--- config.mk ---
export PLATFORM = sky130hd
export DESIGN_NAME = boot_sig_check
export DESIGN_NICKNAME = d
export VERILOG_FILES = /design/src/rtl/boot_sig_pkg.sv /design/src/rtl/bsv_fetch.sv /design/src/rtl/bsv_accum.sv /design/src/rtl/bsv_judge.sv /design/src/rtl/boot_sig_check.sv
export SDC_FILE = /design/constraint.sdc
export NUM_CORES = 1
export LEC_CHECK = 0
export BUFFER_PORTS_ARGS = -buffer_cell sky130_fd_sc_hd__buf_2
export CORE_ASPECT_RATIO = 0.9
export CORE_MARGIN = 2
export CORE_UTILIZATION = 61
export CTS_CLUSTER_SIZE = 16
export DETAILED_ROUTE_END_ITERATION = 10
export GPL_ROUTABILITY_DRIVEN = 0
export GPL_TIMING_DRIVEN = 0
export PLACE_DENSITY = 0.81
export SLEW_MARGIN = 20
export SYNTH_ARGS = -nofsm -noshare
export SYNTH_HDL_FRONTEND = slang
export SYNTH_HIERARCHICAL = 1
export SYNTH_SLANG_ARGS = --single-unit
--- constraint.sdc ---
create_clock -name clk -period 5 [get_ports clk]
set_input_delay 0.5 -clock clk [delete_from_list [all_inputs] [get_ports clk]]
set_output_delay 0.5 -clock clk [all_outputs]
set_load 0.005 [all_outputs]
--- src/rtl/boot_sig_pkg.sv ---
package boot_sig_pkg;
  localparam int unsigned WORD_W     = 32;
  localparam int unsigned WORD_BYTES = WORD_W / 8;
  localparam int unsigned BYTE_SEL_W = $clog2(WORD_BYTES);

  typedef logic [WORD_W-1:0] word_t;

  typedef enum logic [1:0] {
    V_NONE     = 2'd0,
    V_RUN      = 2'd1,
    V_DOWNLOAD = 2'd2
  } verdict_e;
endpackage

--- src/rtl/bsv_fetch.sv ---
module bsv_fetch
  import boot_sig_pkg::*;
#(
  parameter int unsigned NWORDS = 128,
  parameter int unsigned IDX_W  = 7,
  parameter int unsigned ADDR_W = 9
) (
  input  logic              clk,
  input  logic              rst_n,
  input  logic              start,
  output logic              rd_en,
  output logic [ADDR_W-1:0] rd_addr,
  output logic              rsp_valid,
  output logic [IDX_W-1:0]  rsp_idx,
  output logic              rsp_last
);
  localparam logic [IDX_W-1:0] LAST_IDX = IDX_W'(NWORDS - 1);

  logic             boot_kick;
  logic             active;
  logic [IDX_W-1:0] idx;
  logic             go;

  // a restart comes from the pin or from the first cycle out of reset
  assign go = start | boot_kick;

  always_ff @(posedge clk or negedge rst_n) begin
    if (!rst_n) begin
      boot_kick <= 1'b1;
      active    <= 1'b0;
      idx       <= '0;
      rsp_valid <= 1'b0;
      rsp_idx   <= '0;
      rsp_last  <= 1'b0;
    end else begin
      boot_kick <= 1'b0;
      if (go) begin
        active    <= 1'b1;
        idx       <= '0;
        rsp_valid <= 1'b0;
        rsp_last  <= 1'b0;
      end else begin
        rsp_valid <= active;
        rsp_idx   <= idx;
        rsp_last  <= active && (idx == LAST_IDX);
        if (active) begin
          if (idx == LAST_IDX) active <= 1'b0;
          else                 idx    <= idx + 1'b1;
        end
      end
    end
  end

  assign rd_en   = active;
  assign rd_addr = ADDR_W'({idx, {BYTE_SEL_W{1'b0}}});
endmodule

--- src/rtl/bsv_accum.sv ---
module bsv_accum
  import boot_sig_pkg::*;
#(
  parameter int unsigned IDX_W   = 7,
  parameter int unsigned SIG_IDX = 5
) (
  input  logic             clk,
  input  logic             rst_n,
  input  logic             clear,
  input  logic             in_valid,
  input  logic [IDX_W-1:0] in_idx,
  input  word_t            in_data,
  output word_t            sum_next,
  output word_t            sig_next
);
  word_t sum_q;
  word_t sig_q;
  logic  is_sig;

  assign is_sig   = (in_idx == IDX_W'(SIG_IDX));
  assign sum_next = sum_q + ((in_valid && !is_sig) ? in_data : '0);
  assign sig_next = (in_valid && is_sig) ? in_data : sig_q;

  always_ff @(posedge clk or negedge rst_n) begin
    if (!rst_n) begin
      sum_q <= '0;
      sig_q <= '0;
    end else if (clear) begin
      sum_q <= '0;
      sig_q <= '0;
    end else if (in_valid) begin
      sum_q <= sum_next;
      sig_q <= sig_next;
    end
  end
endmodule

--- src/rtl/bsv_judge.sv ---
module bsv_judge
  import boot_sig_pkg::*;
#(
  parameter word_t MAGIC = 32'h2701_1970
) (
  input  logic  clk,
  input  logic  rst_n,
  input  logic  clear,
  input  logic  final_valid,
  input  word_t final_sum,
  input  word_t final_sig,
  output logic  done,
  output logic  run_user,
  output logic  enter_download
);
  verdict_e verdict_q;
  logic     accept;

  assign accept = (final_sig == MAGIC) || (final_sig == final_sum);

  always_ff @(posedge clk or negedge rst_n) begin
    if (!rst_n) begin
      verdict_q <= V_NONE;
    end else if (clear || !final_valid) begin
      verdict_q <= V_NONE;
    end else begin
      verdict_q <= accept ? V_RUN : V_DOWNLOAD;
    end
  end

  assign done           = (verdict_q != V_NONE);
  assign run_user       = (verdict_q == V_RUN);
  assign enter_download = (verdict_q == V_DOWNLOAD);
endmodule

--- src/rtl/boot_sig_check.sv ---
module boot_sig_check
  import boot_sig_pkg::*;
#(
  parameter int unsigned PAGE_BYTES = 512,
  parameter int unsigned SIG_OFFSET = 32'h14,
  parameter word_t       MAGIC      = 32'h2701_1970,
  localparam int unsigned ADDR_W    = $clog2(PAGE_BYTES)
) (
  input  logic              clk,
  input  logic              rst_n,
  input  logic              start,
  output logic              mem_rd_en,
  output logic [ADDR_W-1:0] mem_rd_addr,
  input  logic [31:0]       mem_rd_data,
  output logic              done,
  output logic              run_user,
  output logic              enter_download
);
  localparam int unsigned NWORDS  = PAGE_BYTES / WORD_BYTES;
  localparam int unsigned IDX_W   = $clog2(NWORDS);
  localparam int unsigned SIG_IDX = SIG_OFFSET / WORD_BYTES;

  logic             rsp_valid;
  logic [IDX_W-1:0] rsp_idx;
  logic             rsp_last;
  word_t            sum_next;
  word_t            sig_next;

  bsv_fetch #(.NWORDS(NWORDS), .IDX_W(IDX_W), .ADDR_W(ADDR_W)) u_fetch (
    .clk       (clk),
    .rst_n     (rst_n),
    .start     (start),
    .rd_en     (mem_rd_en),
    .rd_addr   (mem_rd_addr),
    .rsp_valid (rsp_valid),
    .rsp_idx   (rsp_idx),
    .rsp_last  (rsp_last)
  );

  bsv_accum #(.IDX_W(IDX_W), .SIG_IDX(SIG_IDX)) u_accum (
    .clk      (clk),
    .rst_n    (rst_n),
    .clear    (start),
    .in_valid (rsp_valid),
    .in_idx   (rsp_idx),
    .in_data  (mem_rd_data),
    .sum_next (sum_next),
    .sig_next (sig_next)
  );

  bsv_judge #(.MAGIC(MAGIC)) u_judge (
    .clk            (clk),
    .rst_n          (rst_n),
    .clear          (start),
    .final_valid    (rsp_valid && rsp_last),
    .final_sum      (sum_next),
    .final_sig      (sig_next),
    .done           (done),
    .run_user       (run_user),
    .enter_download (enter_download)
  );
endmodule

==> results.md, run 1 <==
- Yosys reg bits: 84
- Area of the die: 0.0108 mm^2
- Worst Hold Class: in2async
- Netlist cell types: 72
- Synthesized area: 0.00607 mm^2
- Clk Latency, worst-skew pair: 0.38 ns
- Type of the worst setup path: reg2reg
- Post-route antenna net violation count: 0
- Met3 track utilization from global routing: 6.48%
- First-pass DRT Iterations: 7
- Nets: 780
- Commonest non-fill, non-tap cells in the layout: 83 x dfrtp_1, 70 x and2_1, 54 x nand2_1, 47 x xnor2_1, 46 x buf_2
- DP HPWL: 11900 um
- Path depth of the worst reg2reg path: 18
- Setup crit start kind: flip-flop
- Via/cell ratio: 6.27
- RSZ-0062 raised after global routing: false
- Core ar.: 0.00966 mm^2
- Routed len/inst: 18.8 um
- CTS tree: yes
- CTS max path bufs: 2
- Worst-path clk slew: 0.10 ns
- Relative slew slack: 44.7%
- Number of flops mapped to enable cells by yosys: 0
- Clock sinks: 84
- Sequential area share after synthesis: 34.7%
- Crit path arrival time: 5.04 ns
- Initial antenna violation count: 0
- Root Buffer: clkbuf_8
- Worst path required time: 5.28 ns
- Hold Fails Final Rpt: 0
- Max Freq: 210 MHz
- Htree depth: 3
- Setup violators final: 0
- Power Dens Cells: 213 mW/mm^2
- First-pass GRT wire length: 26000 um
- Met2 global-route usage: 48.3%
- Diode count: 0
- TNS Setup: 0 ns
- Die X: 109 um
- FF-to-FF End: u_judge/verdict_q[1]
- Grt ovf: 0
- Met1 Use GR: 43.0%
- Average size of a mapped cell: 9.30 um^2
- Vias: 5287
- Worst R2R Setup Slack: 0.24 ns
- Main synth FF type: dfrtp_1
- Largest cells by area after synthesis: dfrtp_1 34%, and2_1 7.2%, xnor2_1 6.8%, ha_1 6.6%, mux2_2 5.9%
- Drc violations: 0
- Static leakage: 3.29 nW
- TritonCTS Buffers: 9
- Cells after synthesis: 652
- Row Count: 34
- Crit Reg-Reg Startpoint: u_fetch/rsp_idx[4]
- Routed WL: 15800 um
- Top Usage Layer GRT: met2
- Global Route Usage Sum: 31.3%
- Top Ports: 48
- Max Cap Viol: 0
- Critical path origin: u_fetch/rsp_idx[4]
- Share of layout cells above drive strength 1: 18.1%
- Initial DRC count: 445
- Most common library cell in the layout ignoring fill and taps: dfrtp_1
- Initial Util: 62.8%
- CP Capture Type: flip-flop
- Die Ht: 98.6 um
- Fraction of the cycle the final worst path needs: 95.3%
- Clk_skew: 0.0128 ns
- Area Overhead vs Synth: 10.9%
- Cell taking the most area after synthesis: dfrtp_1
- Share of the synthesized area in the top cell type: 34.2%
- Maximum VDD drop: 0.000183 V
- Largest net degree at the start of global routing: 58
- Synth Warn #: 6
- Synth async-reset ratio: 100%
- Buffers on Ports: 45
- Slew Viols, Final: 0
- Hold buffer count at CTS: 0
- Worst Tran Pin Value: 0.827 ns
- Vias in the first global route: 5248
- Outcome: finished clean
- Hold Slack: 0.0287 ns
- Min Tclk post-route: 4.76 ns
- CP max FO: 10
-- report_power, final --
part           internal [mW]  leakage [nW]  switching (mW)
clock                  0.240         0.108           0.280
sequential             0.690          1.16         0.00794
combinational         0.0824          2.02           0.134
total                   1.01          3.29           0.421
-- logic make-up after synthesis --
| family | Yosys count | synth area share (%) |
|---|---|---|
| multiplexers | 48 | 8.60 |
| buffers and inverters | 39 | 2.93 |
| flip-flops | 84 | 34.7 |
| AND/OR/NAND/NOR | 256 | 23.3 |
| other | 1 | 0.0618 |
| XOR/XNOR | 55 | 7.94 |
| AO/OA/AOI/OAI | 136 | 15.6 |
| adder cells (fa/ha/maj) | 33 | 6.93 |
-- synth_stat cells, types with 3 or more instances --
cell type and number:
nand4_1 18, inv_1 11, mux2i_1 15, a21oi_1 38, o211ai_1 5, xnor2_1 47
or3_1 8, nor3_1 9, nand2b_1 3, a22o_1 4, o31ai_1 3, and3b_1 3
o21bai_1 3, o21ai_1 3, o21a_1 5, a211oi_1 5, o21ai_0 20, a21boi_0 3
and3_1 7, and2_1 70, nor4b_1 5, o211a_1 3, clkbuf_1 20, ha_1 32
a21o_1 14, nor2_1 38, nor4_1 3, nand3b_1 3, nor2b_1 4, and3_2 3
a31oi_1 11, or2_2 3, nand2_1 54, dfrtp_1 83, mux2_2 32, xor2_1 8
nand3_1 10
-- cell type report --
| class | instances | area, um^2 |
|---|---|---|
| buffer | 28 | 140 |
| clock buffer | 9 | 124 |
| clock inverter | 7 | 83.8 |
| fill | 728 | 2930 |
| inverter | 11 | 41.3 |
| multi-input combinational | 531 | 3810 |
| sequential | 84 | 2100 |
| tap | 126 | 158 |
| timing repair buffer | 47 | 263 |
-- timing repair --
item / 4_1_cts / 5_1_grt
setup endpoints to repair: 0 / 2
gates resized for setup: 0 / 11
setup buffers: 0 / 1
-- routing by layer --
metal	part of all wire, %	up-vias
li1	-	2452
met1	43	2534
met2	46	250
met3	8.3	51
met4	3.2	0
met5	0	-
-- registers in the layout (all words and copies together) (netlist names) --
name	count
u_fetch/boot_kick	1
u_fetch/idx	7
u_fetch/rsp_last	1
u_accum/sig_q	32
u_fetch/rsp_idx	7
u_judge/verdict_q	2
u_fetch/rsp_valid	1
u_fetch/rd_en	1
u_accum/sum_q	32
-- metrics by stage --
step | utilization [%] | std cells | worst slack (ns) | instance area [um^2] | power [mW]
global route | 69.7 | 843 | 0.00794 | 6730 | 1.50
CTS | 69.3 | 842 | 0.0397 | 6690 | 1.44
floorplan | - | 654 | 1.03 | 6070 | 0.842
detailed placement | 67.2 | 826 | 0.128 | 6490 | 0.919
global placement | 66.9 | 825 | 0.183 | 6460 | 0.911
finish | 69.7 | 843 | 0.235 | 6730 | 1.43
-- critical path, stage by stage, from the launching register on --
cell and delay (ns):
dfrtp_1 0.40, nor4b_2 0.38, a31oi_2 0.22, clkbuf_2 0.25, and2_1 0.20, ha_1 0.26, clkbuf_1 0.25, nand2_1 0.21
nor3_1 0.27, a211oi_1 0.10, or3_1 0.36, a211oi_1 0.38, or2_1 0.20, xor2_1 0.22, xnor2_1 0.18, nand4_1 0.14
nor4_1 0.23, a21oi_1 0.18, and3b_1 0.21
-- worst max path at each step --
| stage | slack, ns | depth (start not counted) | to |
|---|---|---|---|
| after floorplan | 1.03 | 17 | u_judge/verdict_q[1] |
| after global placement | 0.18 | 18 | u_judge/verdict_q[1] |
| after detailed placement | 0.13 | 18 | u_judge/verdict_q[1] |
| after CTS | 0.04 | 18 | u_judge/verdict_q[1] |
| after global routing | 0.008 | 17 | u_judge/verdict_q[1] |
| final | 0.24 | 18 | u_judge/verdict_q[1] |
Power figures use the tool's default switching activity.
==> run 2: changes to the inputs <==
CORE_UTILIZATION = 35   (was 61)
PLACE_DENSITY = default   (was 0.81)
SYNTH_HIERARCHICAL = default   (was 1)
==> run 2 against run 1 <==
Critical path depth decreased by 2; worst hold slack better by 0.063 ns; synthesized cell count rose by 15%; non-clock buffer count rose by 11; critical path type unchanged; worst setup slack improved by 0.039 ns; first-iteration DRC count rose by 1.3%; final cell count rose by 25%; power is 14% higher; sequential power barely moved.
==> results.md, run 2 <==
- Share of layout cells above drive strength 1: 12.8% (-5.3 points)
- Fin util: 40.3% (-29 points)
- Type of the worst setup path: reg2reg
- Drc violations: 0 (unchanged)
- Largest net degree at the start of global routing: 54 (-6.9%)
- Die X: 148 um (+35%)
- Share of the synthesized area in the top cell type: 32.0% (-2.3 points)
- Relative slew slack: 41.4% (-3.3 points)
- Path depth of the worst reg2reg path: 16 (-2)
- First-pass DRT Iterations: 6 (-1)
- Maximum VDD drop: 0.000164 V (-11%)
- Post-DP Area: 0.00706 mm^2 (+8.9%)
- Top Usage Layer GRT: met1
- Slew Viols, Final: 0 (unchanged)
- Synthesized area: 0.00649 mm^2 (+7.0%)
- Worst R2R Setup Slack: 0.27 ns (+0.04 ns)
- Initial antenna violation count: 0 (unchanged)
- Worst path required time: 5.24 ns (-0.04 ns)
- Worst Tran Pin Value: 0.867 ns (+0.0396 ns)
- Vias: 5687 (+7.6%)
- Buffers on Ports: 45 (unchanged)
- Sequential area share after synthesis: 32.4% (-2.3 points)
- Setup crit start kind: flip-flop
- Outcome: finished clean
- Clock sinks: 84 (unchanged)
- Diode count: 0 (unchanged)
- Core ar.: 0.0183 mm^2 (+89%)
- Fillcell total: 1857 (+160%)
- Crit Reg-Reg Startpoint: u_fetch.rsp_idx[5]
- CTS tree: yes
- Multi-input logic area: 0.00415 mm^2 (+8.9%)
- Global Route Usage Sum: 20.3% (-11 points)
- Main synth FF type: dfrtp_1
- Max Cap Viol: 0 (unchanged)
- Htree depth: 3 (unchanged)
- TritonCTS Buffers: 9 (unchanged)
- CP max FO: 10 (unchanged)
- Top-count cell post-synth: nor2_1
- Hold Slack: 0.0913 ns (+0.0626 ns)
- Clk Latency, worst-skew pair: 0.36 ns (-0.02 ns)
- Met3 track utilization from global routing: 2.95% (-3.5 points)
- Initial DRC count: 451 (+1.3%)
- Critical path origin: u_fetch.rsp_idx[5]
- Crit path arrival time: 4.96 ns (-0.08 ns)
- Yosys reg bits: 84 (unchanged)
- Average size of a mapped cell: 8.69 um^2 (-6.6%)
- Clk_skew: 0.0114 ns (-0.00143 ns)
- Largest cells by area after synthesis: dfrtp_1 32%, mux2i_1 9.3%, ha_1 6.2%, nor2_1 5.8%, xnor2_1 4.6%
- Routed WL: 19200 um (+21%)
- Met2 global-route usage: 29.3% (-19 points)
- Min Tclk post-route: 4.73 ns (-0.0391 ns)
- Cells after synthesis: 747 (+15%)
- CTS max path bufs: 2 (unchanged)
- Worst Hold Class: in2async
- Static leakage: 3.50 nW (+6.6%)
- Top Ports: 48 (unchanged)
- Cell taking the most area after synthesis: dfrtp_1
- Fraction of the cycle the final worst path needs: 94.5% (-0.78 points)
- Grt ovf: 0 (unchanged)
- Max Freq: 212 MHz (+0.83%)
- Setup violators final: 0 (unchanged)
- Regs by FF count: u_accum.sig_q (32), u_accum.sum_q (32)
- TNS Setup: 0 ns (unchanged)
- Vias in the first global route: 5515 (+5.1%)
- Netlist cell types: 75 (+4.2%)
- Row Count: 47 (+38%)
- FF-to-FF End: u_judge.verdict_q[1]
- CP Capture Type: flip-flop
- First-pass GRT wire length: 31000 um (+19%)
- Number of flops mapped to enable cells by yosys: 0 (unchanged)
- Routed len/inst: 18.2 um (-3.1%)
- Post-CTS setup buffers: 0 (unchanged)
- Via/cell ratio: 5.39 (-14%)
- Synth async-reset ratio: 100% (unchanged)
- Root Buffer: clkbuf_16
- Worst-path clk slew: 0.08 ns (-0.02 ns)
- Commonest non-fill, non-tap cells in the layout: 101 x nor2_1, 83 x dfrtp_1, 70 x nand2_1, 60 x mux2i_1, 55 x buf_2
- Nets: 874 (+12%)
- Most common library cell in the layout ignoring fill and taps: nor2_1
- Hold Fails Final Rpt: 0 (unchanged)
- Synth Warn #: 0 (-6)
- Post-layout instance area: 0.00738 mm^2 (+9.7%)
- Dpl cells: 1040 (+26%)
- Post-route antenna net violation count: 0 (unchanged)
- DP HPWL: 14900 um (+25%)
- Met1 Use GR: 31.4% (-12 points)
- Area Overhead vs Synth: 13.6%
- Seq. cell area: 0.00210 mm^2 (unchanged)
- Hold buffer count at CTS: 0 (unchanged)
- Power Dens Cells: 222 mW/mm^2 (+4.1%)
- Initial Util: 35.5% (-27 points)
- Final Non-Filler Cells: 1056 (+25%)
- Die Ht: 133 um (+35%)
- Most common library cells after synthesis: 101 x nor2_1, 83 x dfrtp_1, 70 x nand2_1
- Area of the die: 0.0197 mm^2 (+83%)
==> run 2: layer usage <==
metal  routed length [um]  share of wire (%)
met4                  327                1.7
met5                    0                  0
met1                 9770                 51
met2                 8030                 42
met3                 1090                5.7
==> run 2: critical path: stages (launching register included) <==
cell      delay [ns]
dfrtp_1         0.42
or3_1           0.42
o21a_1          0.25
clkbuf_1        0.25
and2_1          0.24
ha_1            0.28
buf_2           0.18
a21oi_1         0.26
o211ai_1        0.19
a21boi_2        0.29
a31o_2          0.32
xor2_1          0.24
xor2_1          0.09
or3_1           0.36
nor4_1          0.35
nand4_1         0.22
and3b_1         0.23
==> run 2: worst max path at each step <==
stage	to	slack [ns]	cells after the start
floorplan	u_judge.verdict_q[1]	1.07	16
global placement	u_judge.verdict_q[1]	0.16	16
detailed placement	u_judge.verdict_q[1]	0.13	15
CTS	u_judge.verdict_q[1]	0.10	16
global route	u_judge.verdict_q[1]	-0.04	15
finish	u_judge.verdict_q[1]	0.27	16
==> run 2: power breakdown <==
group	total, mW	switching [mW]	internal [mW]
combinational	0.243	0.150	0.0929
clock	0.697	0.340	0.357
sequential	0.697	0.00763	0.690
==> run 2: cells by family after synthesis <==
logic type               synth area share (%)
AO/OA/AOI/OAI                            13.8
XOR/XNOR                                 9.46
adder cells (fa/ha/maj)                  6.48
buffers and inverters                    3.97
flip-flops                               32.4
multiplexers                             10.5
other                                  0.0578
AND/OR/NAND/NOR                          23.3
==> run 2: metrics by stage <==
step / setup WS [ns] / power, mW
2_1_floorplan: 1.07 / 0.864
3_3_place_gp: 0.158 / 0.946
3_5_place_dp: 0.134 / 0.951
4_1_cts: 0.102 / 1.65
5_1_grt: -0.0381 / 1.71
6_report: 0.274 / 1.64
==> run 2: final cells by class <==
type | count | share of cell area (%)
repair buffers | 46 | 3.46
multi-input cells | 610 | 56.3
flip-flops and latches | 84 | 28.5
plain buffers | 40 | 2.73
clock inverters | 7 | 1.03
clock buffers | 9 | 3.05
inverters | 15 | 0.763
well taps | 245 | 4.16
==> run 2: what timing repair did <==
| action | 4_1_cts | 5_1_grt |
|---|---|---|
| endpoints found under the setup margin | 0 | 2 |
| resized for setup | 0 | 4 |
| hold endpoints to repair | 0 | 0 |
